==> config.mk <==
export PLATFORM = sky130hd
export DESIGN_NAME = rx_page_ring
export DESIGN_NICKNAME = d
export VERILOG_FILES = /design/src/rtl/rx_page_ring.sv
export SDC_FILE = /design/constraint.sdc
export NUM_CORES = 1
export LEC_CHECK = 0
export CAP_MARGIN = 20
export CORE_MARGIN = 4
export CORE_UTILIZATION = 53
export DETAILED_ROUTE_END_ITERATION = 8
export PLACE_DENSITY = 0.84
export SYNTH_ARGS = -nofsm -noshare
export SYNTH_HDL_FRONTEND = slang
export SYNTH_SLANG_ARGS = --single-unit
==> constraint.sdc <==
create_clock -name clk -period 12.6 [get_ports clk]
set_input_delay 1.26 -clock clk [delete_from_list [all_inputs] [get_ports clk]]
set_output_delay 1.26 -clock clk [all_outputs]
set_load 0.05 [all_outputs]
==> src/rtl/rx_page_ring.sv <==
module rx_page_ring #(
  parameter int PAGE_W    = 8,
  parameter int OFS_W     = 8,
  parameter int LEN_W     = 16,
  parameter int HDR_BYTES = 4
) (
  input  logic                      clk,
  input  logic                      rst_n,
  input  logic [PAGE_W-1:0]         ring_first,
  input  logic [PAGE_W-1:0]         ring_end,
  input  logic                      rel_we,
  input  logic [PAGE_W-1:0]         rel_page,
  input  logic                      rx_valid,
  input  logic [7:0]                rx_byte,
  input  logic                      rx_last,
  input  logic [2:0]                rx_err,
  output logic                      mem_we,
  output logic [PAGE_W+OFS_W-1:0]   mem_addr,
  output logic [7:0]                mem_wdata,
  output logic [PAGE_W-1:0]         cur_page,
  output logic [PAGE_W-1:0]         rel_ptr,
  output logic                      ovw_warn
);
  localparam int ADDR_W = PAGE_W + OFS_W;

  typedef enum logic [1:0] {S_IDLE, S_DATA, S_HDR, S_DROP} st_t;

  st_t               st;
  logic [PAGE_W-1:0] wr_page, nxt_q;
  logic [OFS_W-1:0]  wr_ofs;
  logic [LEN_W-1:0]  len_q;
  logic [1:0]        hdr_idx;
  logic [7:0]        stat_q;

  wire               take     = rx_valid && (st == S_IDLE || st == S_DATA);
  wire [PAGE_W-1:0]  page_now = (st == S_IDLE) ? cur_page : wr_page;
  wire [OFS_W-1:0]   ofs_now  = (st == S_IDLE) ? OFS_W'(HDR_BYTES) : wr_ofs;
  wire [PAGE_W-1:0]  pg_inc   = page_now + 1'b1;
  wire [PAGE_W-1:0]  pg_next  = (pg_inc == ring_end) ? ring_first : pg_inc;
  wire               crossing = &ofs_now;
  wire               hit      = rx_last ? (pg_next == rel_ptr) : (crossing && pg_next == rel_ptr);
  wire [LEN_W-1:0]   len_now  = (st == S_IDLE) ? LEN_W'(1) : len_q + 1'b1;

  assign mem_we   = take || st == S_HDR;
  assign mem_addr = (st == S_HDR) ? {cur_page, OFS_W'(hdr_idx)} : {page_now, ofs_now};

  always_comb begin
    mem_wdata = rx_byte;
    if (st == S_HDR) begin
      case (hdr_idx)
        2'd0:    mem_wdata = stat_q;
        2'd1:    mem_wdata = 8'(nxt_q);
        2'd2:    mem_wdata = len_q[7:0];
        default: mem_wdata = len_q[15:8];
      endcase
    end
  end

  always_ff @(posedge clk) begin
    if (!rst_n) begin
      st       <= S_IDLE;
      cur_page <= ring_first;
      rel_ptr  <= ring_end - 1'b1;
      ovw_warn <= 1'b0;
      wr_page  <= '0;
      wr_ofs   <= '0;
      nxt_q    <= '0;
      len_q    <= '0;
      hdr_idx  <= '0;
      stat_q   <= '0;
    end else begin
      ovw_warn <= 1'b0;
      if (rel_we) rel_ptr <= rel_page;
      case (st)
        S_IDLE, S_DATA: if (rx_valid) begin
          if (hit) begin
            ovw_warn <= 1'b1;
            st       <= rx_last ? S_IDLE : S_DROP;
          end else if (rx_last) begin
            st      <= S_HDR;
            hdr_idx <= '0;
            nxt_q   <= pg_next;
            len_q   <= len_now;
            stat_q  <= {4'b0, rx_err, ~|rx_err};
          end else begin
            st      <= S_DATA;
            wr_page <= crossing ? pg_next : page_now;
            wr_ofs  <= ofs_now + 1'b1;
            len_q   <= len_now;
          end
        end
        S_HDR: begin
          hdr_idx <= hdr_idx + 1'b1;
          if (hdr_idx == 2'd3) begin
            cur_page <= nxt_q;
            st       <= S_IDLE;
          end
        end
        default: if (rx_valid && rx_last) st <= S_IDLE;
      endcase
    end
  end

  p_ring_limits_r3: assert property (@(posedge clk) disable iff (!rst_n)
    mem_we |-> (mem_addr[ADDR_W-1:OFS_W] >= ring_first && mem_addr[ADDR_W-1:OFS_W] < ring_end));

  p_no_bnry_write_r8: assert property (@(posedge clk) disable iff (!rst_n)
    (mem_we && !rel_we) |-> mem_addr[ADDR_W-1:OFS_W] != rel_ptr);

  p_cur_hold_r8: assert property (@(posedge clk) disable iff (!rst_n)
    ovw_warn |=> $stable(cur_page));

  p_cur_after_hdr_r7: assert property (@(posedge clk) disable iff (!rst_n)
    (st == S_IDLE && $past(st) != S_HDR && $past(rst_n)) |-> $stable(cur_page));

  p_hdr_writes_r4: assert property (@(posedge clk) disable iff (!rst_n)
    (st == S_HDR) |-> (mem_we && mem_addr[ADDR_W-1:OFS_W] == cur_page));

  p_rel_load_r9: assert property (@(posedge clk) disable iff (!rst_n)
    rel_we |=> rel_ptr == $past(rel_page));
endmodule

==> impl_metrics.py <==
metrics = {
    "run_status": {
        "status": "complete, no violations",
    },
    "clock_network": {
        "cts.sinks": 65,
        "cts_buffers": 9,
        "post_cts_buffers": 0,
        "cts-root-buf": "clkbuf_8",
        "ctsResizeCount": 0,
        "clkTransAtPathRegs_ps": 80,
        "htree_num_levels": 3,
        "cts_max_path_buffers": 2,
        "cts_tree": "done",
        "ctsHoldBuffers": 0,
        "clk_latency_ps": 350,
    },
    "yosys": {
        "synth_ff_type": "dfxtp_1",
        "ys_warn_count": 0,
        "seq_area_frac_synth": 0.324,
        "synth_nets": 585,
        "ys_ff_latch": 65,
        "synth_cells": 535,
        "netlist_area_mm2": 0.00451,
        "ys_types": 68,
        "synth-async-reset-ratio": 0,
        "synth_area_per_cell_um2": 8.43,
        "synth_edf_count": 16,
    },
    "drt": {
        "final_antenna_net_count": 0,
        "routed_wl_um": 13100,
        "drc": 0,
        "viasPerCell": 6.18,
        "vias": 4398,
        "wire_per_inst_um": 18.4,
        "first_iter_violations": 415,
        "drt_pass1_iterations": 5,
    },
    "pwr": {
        "power_density_mw_per_mm2": 102,
        "clkPwrFrac": 0.279,
        "p_switching_mw": 0.204,
        "swShare": 0.359,
        "total_power_mw": 0.567,
        "pwr-share-comb": 0.297,
        "p_seq_frac": 0.424,
        "p_int_mw": 0.363,
        "p_leak_nw": 2.09,
        "max-vdd-ir-drop_v": 0.0000820,
    },
    "critical_path": {
        "crit_chain": "o21ai_0 -> and2_1 -> inv_1 -> ha_1 -> nand3_1 -> o22ai_2 -> xor3_1 -> a2111oi_1 -> nand4b_1 -> mux2_2 -> o21ai_2 -> nor2_2 -> mux2_2",
        "path_class": "flip-flop to flip-flop",
        "crit_slowest_cell": "nand4b_1",
        "crit_buf_inv": 1,
        "crit_family": "simple AND/OR/NAND/NOR gates",
        "endpoint_kind": "flip-flop",
        "max_stage_delay_ps": 880,
        "cp.arrival_ps": 6030,
        "path_max_fanout": 20,
        "crit_path_start_kind": "flip-flop",
        "cpMostUsedCell": "mux2_2",
        "required_ps": 12840,
    },
    "worst_hold_path": {
        "hold_class": "flip-flop to flip-flop",
    },
    "cells_and_area": {
        "num_antenna_cells": 0,
        "final_cell_mix": "clkdlybuf4s50_1 (81), nand2_1 (63), dfxtp_1 (49), o21ai_0 (47), nor2_1 (36)",
        "finalNonFillerCells": 712,
        "area_delta_synth_final_pct": 22.8,
        "nets": 652,
        "drive_above_1_share": 0.0873,
        "num-fill-cells": 665,
        "layout_commonest_cell": "clkdlybuf4s50_1",
    },
    "placement": {
        "dp_hpwl_um": 9700,
        "port_buffers": 81,
        "gp_congestion": 0.955,
        "dpl_worst_slack_ps": 6850,
        "placed_cells": 694,
    },
    "die": {
        "ios": 82,
        "initial_core_util": 0.546,
        "die_x_um": 100,
        "fp.dieH_um": 100,
        "fp-row-count": 33,
        "die_area_mm2": 0.0101,
        "core_mm2": 0.00826,
    },
    "sta": {
        "finalCriticalPeriod_ps": 5790,
        "slew_viol_final": 0,
        "worst_pin_slew_ps": 1080,
        "setup_viol": 0,
        "fmax_mhz": 173,
        "rsz0062_at_grt": "false",
        "fin_tns_setup_ps": 0,
        "hold_viol": 0,
        "worst_slack_ps": 6810,
        "hold_ws_ps": 467,
        "slew_headroom": 0.282,
        "finClkSkew_ps": 9.63,
        "fin_crit_sh": 0.460,
    },
    "global_route": {
        "antenna_found_initial": 0,
        "grt_use_total": 0.261,
        "grt_pass1_vias": 4038,
        "grt_start_max_net_pins": 50,
        "grt_pass1_wl_um": 20700,
        "grt-ovfl-total": 0,
    },
    "job": {
        "drv_cap": 0,
    },
}
[cells in the mapped netlist, drive strengths merged (4+ instances only)]
cell type / n / share of area
nand3: 18 / 0.020
xnor2: 22 / 0.043
and2: 12 / 0.017
mux2i: 26 / 0.060
nand2: 63 / 0.052
a21o: 4 / 0.0067
o21ai: 49 / 0.055
edfxtp: 16 / 0.11
o31ai: 10 / 0.017
a222oi: 6 / 0.013
a221o: 4 / 0.0089
a21oi: 31 / 0.034
buf: 8 / 0.010
nand2b: 5 / 0.0069
xor2: 6 / 0.012
or4: 10 / 0.017
ha: 10 / 0.028
dfxtp: 49 / 0.22
or3: 8 / 0.011
nor2: 38 / 0.034
o22ai: 5 / 0.0083
clkbuf: 23 / 0.019
inv: 29 / 0.024
nand4: 7 / 0.0097
nor3: 6 / 0.0067
mux2: 16 / 0.041
[registers in the layout, indices dropped and copies added (netlist names)]
| name | cells |
|---|---|
| nxt_q | 8 |
| rel_ptr | 8 |
| st | 2 |
| ovw_warn | 1 |
| wr_page | 8 |
| cur_page | 8 |
| hdr_idx | 2 |
| wr_ofs | 8 |
| len_q | 16 |
| stat_q | 4 |
[cells by family after synthesis]
| logic type | after synthesis | synth area share |
|---|---|---|
| mux | 42 | 0.101 |
| buf+inv | 60 | 0.0533 |
| flops | 65 | 0.324 |
| xor+xnor | 32 | 0.0749 |
| compound gates | 138 | 0.205 |
| simple gates | 188 | 0.214 |
| fa+ha+maj | 10 | 0.0277 |
[power by group through the flow]
| stage | Clock, mW | Sequential [mW] | Combinational (mW) |
|---|---|---|---|
| 5_1_grt | 0.167 | 0.241 | 0.179 |
| 6_report | 0.158 | 0.241 | 0.168 |
| 4_1_cts | 0.158 | 0.240 | 0.166 |
| 3_5_place_dp | 0 | 0.244 | 0.165 |
| 2_1_floorplan | 0 | 0.255 | 0.0972 |
| 3_3_place_gp | 0 | 0.244 | 0.163 |
[worst paths after layout]
| kind | startpoint | to | cells past startpoint | slack (ps) |
|---|---|---|---|---|
| worst min register to register | stat_q[0]$_SDFFE_PN0P_ | stat_q[0]$_SDFFE_PN0P_ | 2 | 470 |
| worst max register to register | st[1]$_SDFFE_PN0P_ | nxt_q[7]$_SDFFE_PN0P_ | 13 | 6810 |
| worst max-delay path | st[1]$_SDFFE_PN0P_ | nxt_q[7]$_SDFFE_PN0P_ | 13 | 6810 |
| worst min-delay path | stat_q[0]$_SDFFE_PN0P_ | stat_q[0]$_SDFFE_PN0P_ | 2 | 470 |
[layer usage]
layer,share of wire,vias up,track usage
met2,0.46,236,0.396
li1,-,2077,-
met1,0.43,2052,0.372
met4,0.020,0,0.0777
met5,0,-,0
met3,0.093,33,0.0563
[cell type report]
class	instances	area, µm²	share of cell area
Multi-Input combinational cell	410	2810	0.507
Sequential cell	65	1460	0.264
Inverter	29	109	0.0197
Clock inverter	7	46.3	0.00836
Timing Repair Buffer	87	858	0.155
Tap cell	105	131	0.0237
Clock buffer	9	124	0.0224
[worst min-delay path: cells and delay by family, from the launching register on]
family / cells / cell delay, ps
DFF: 1 / 310
muxes: 1 / 60
and+or+nand+nor: 1 / 50
[metrics by stage]
stage | util | cell area, µm²
finish | 0.671 | 5540
floorplan | - | 4510
detailed placement | 0.648 | 5350
CTS | 0.668 | 5520
global route | 0.671 | 5540
global placement | 0.647 | 5340
No activity file was read; power rests on OpenSTA's default activity.
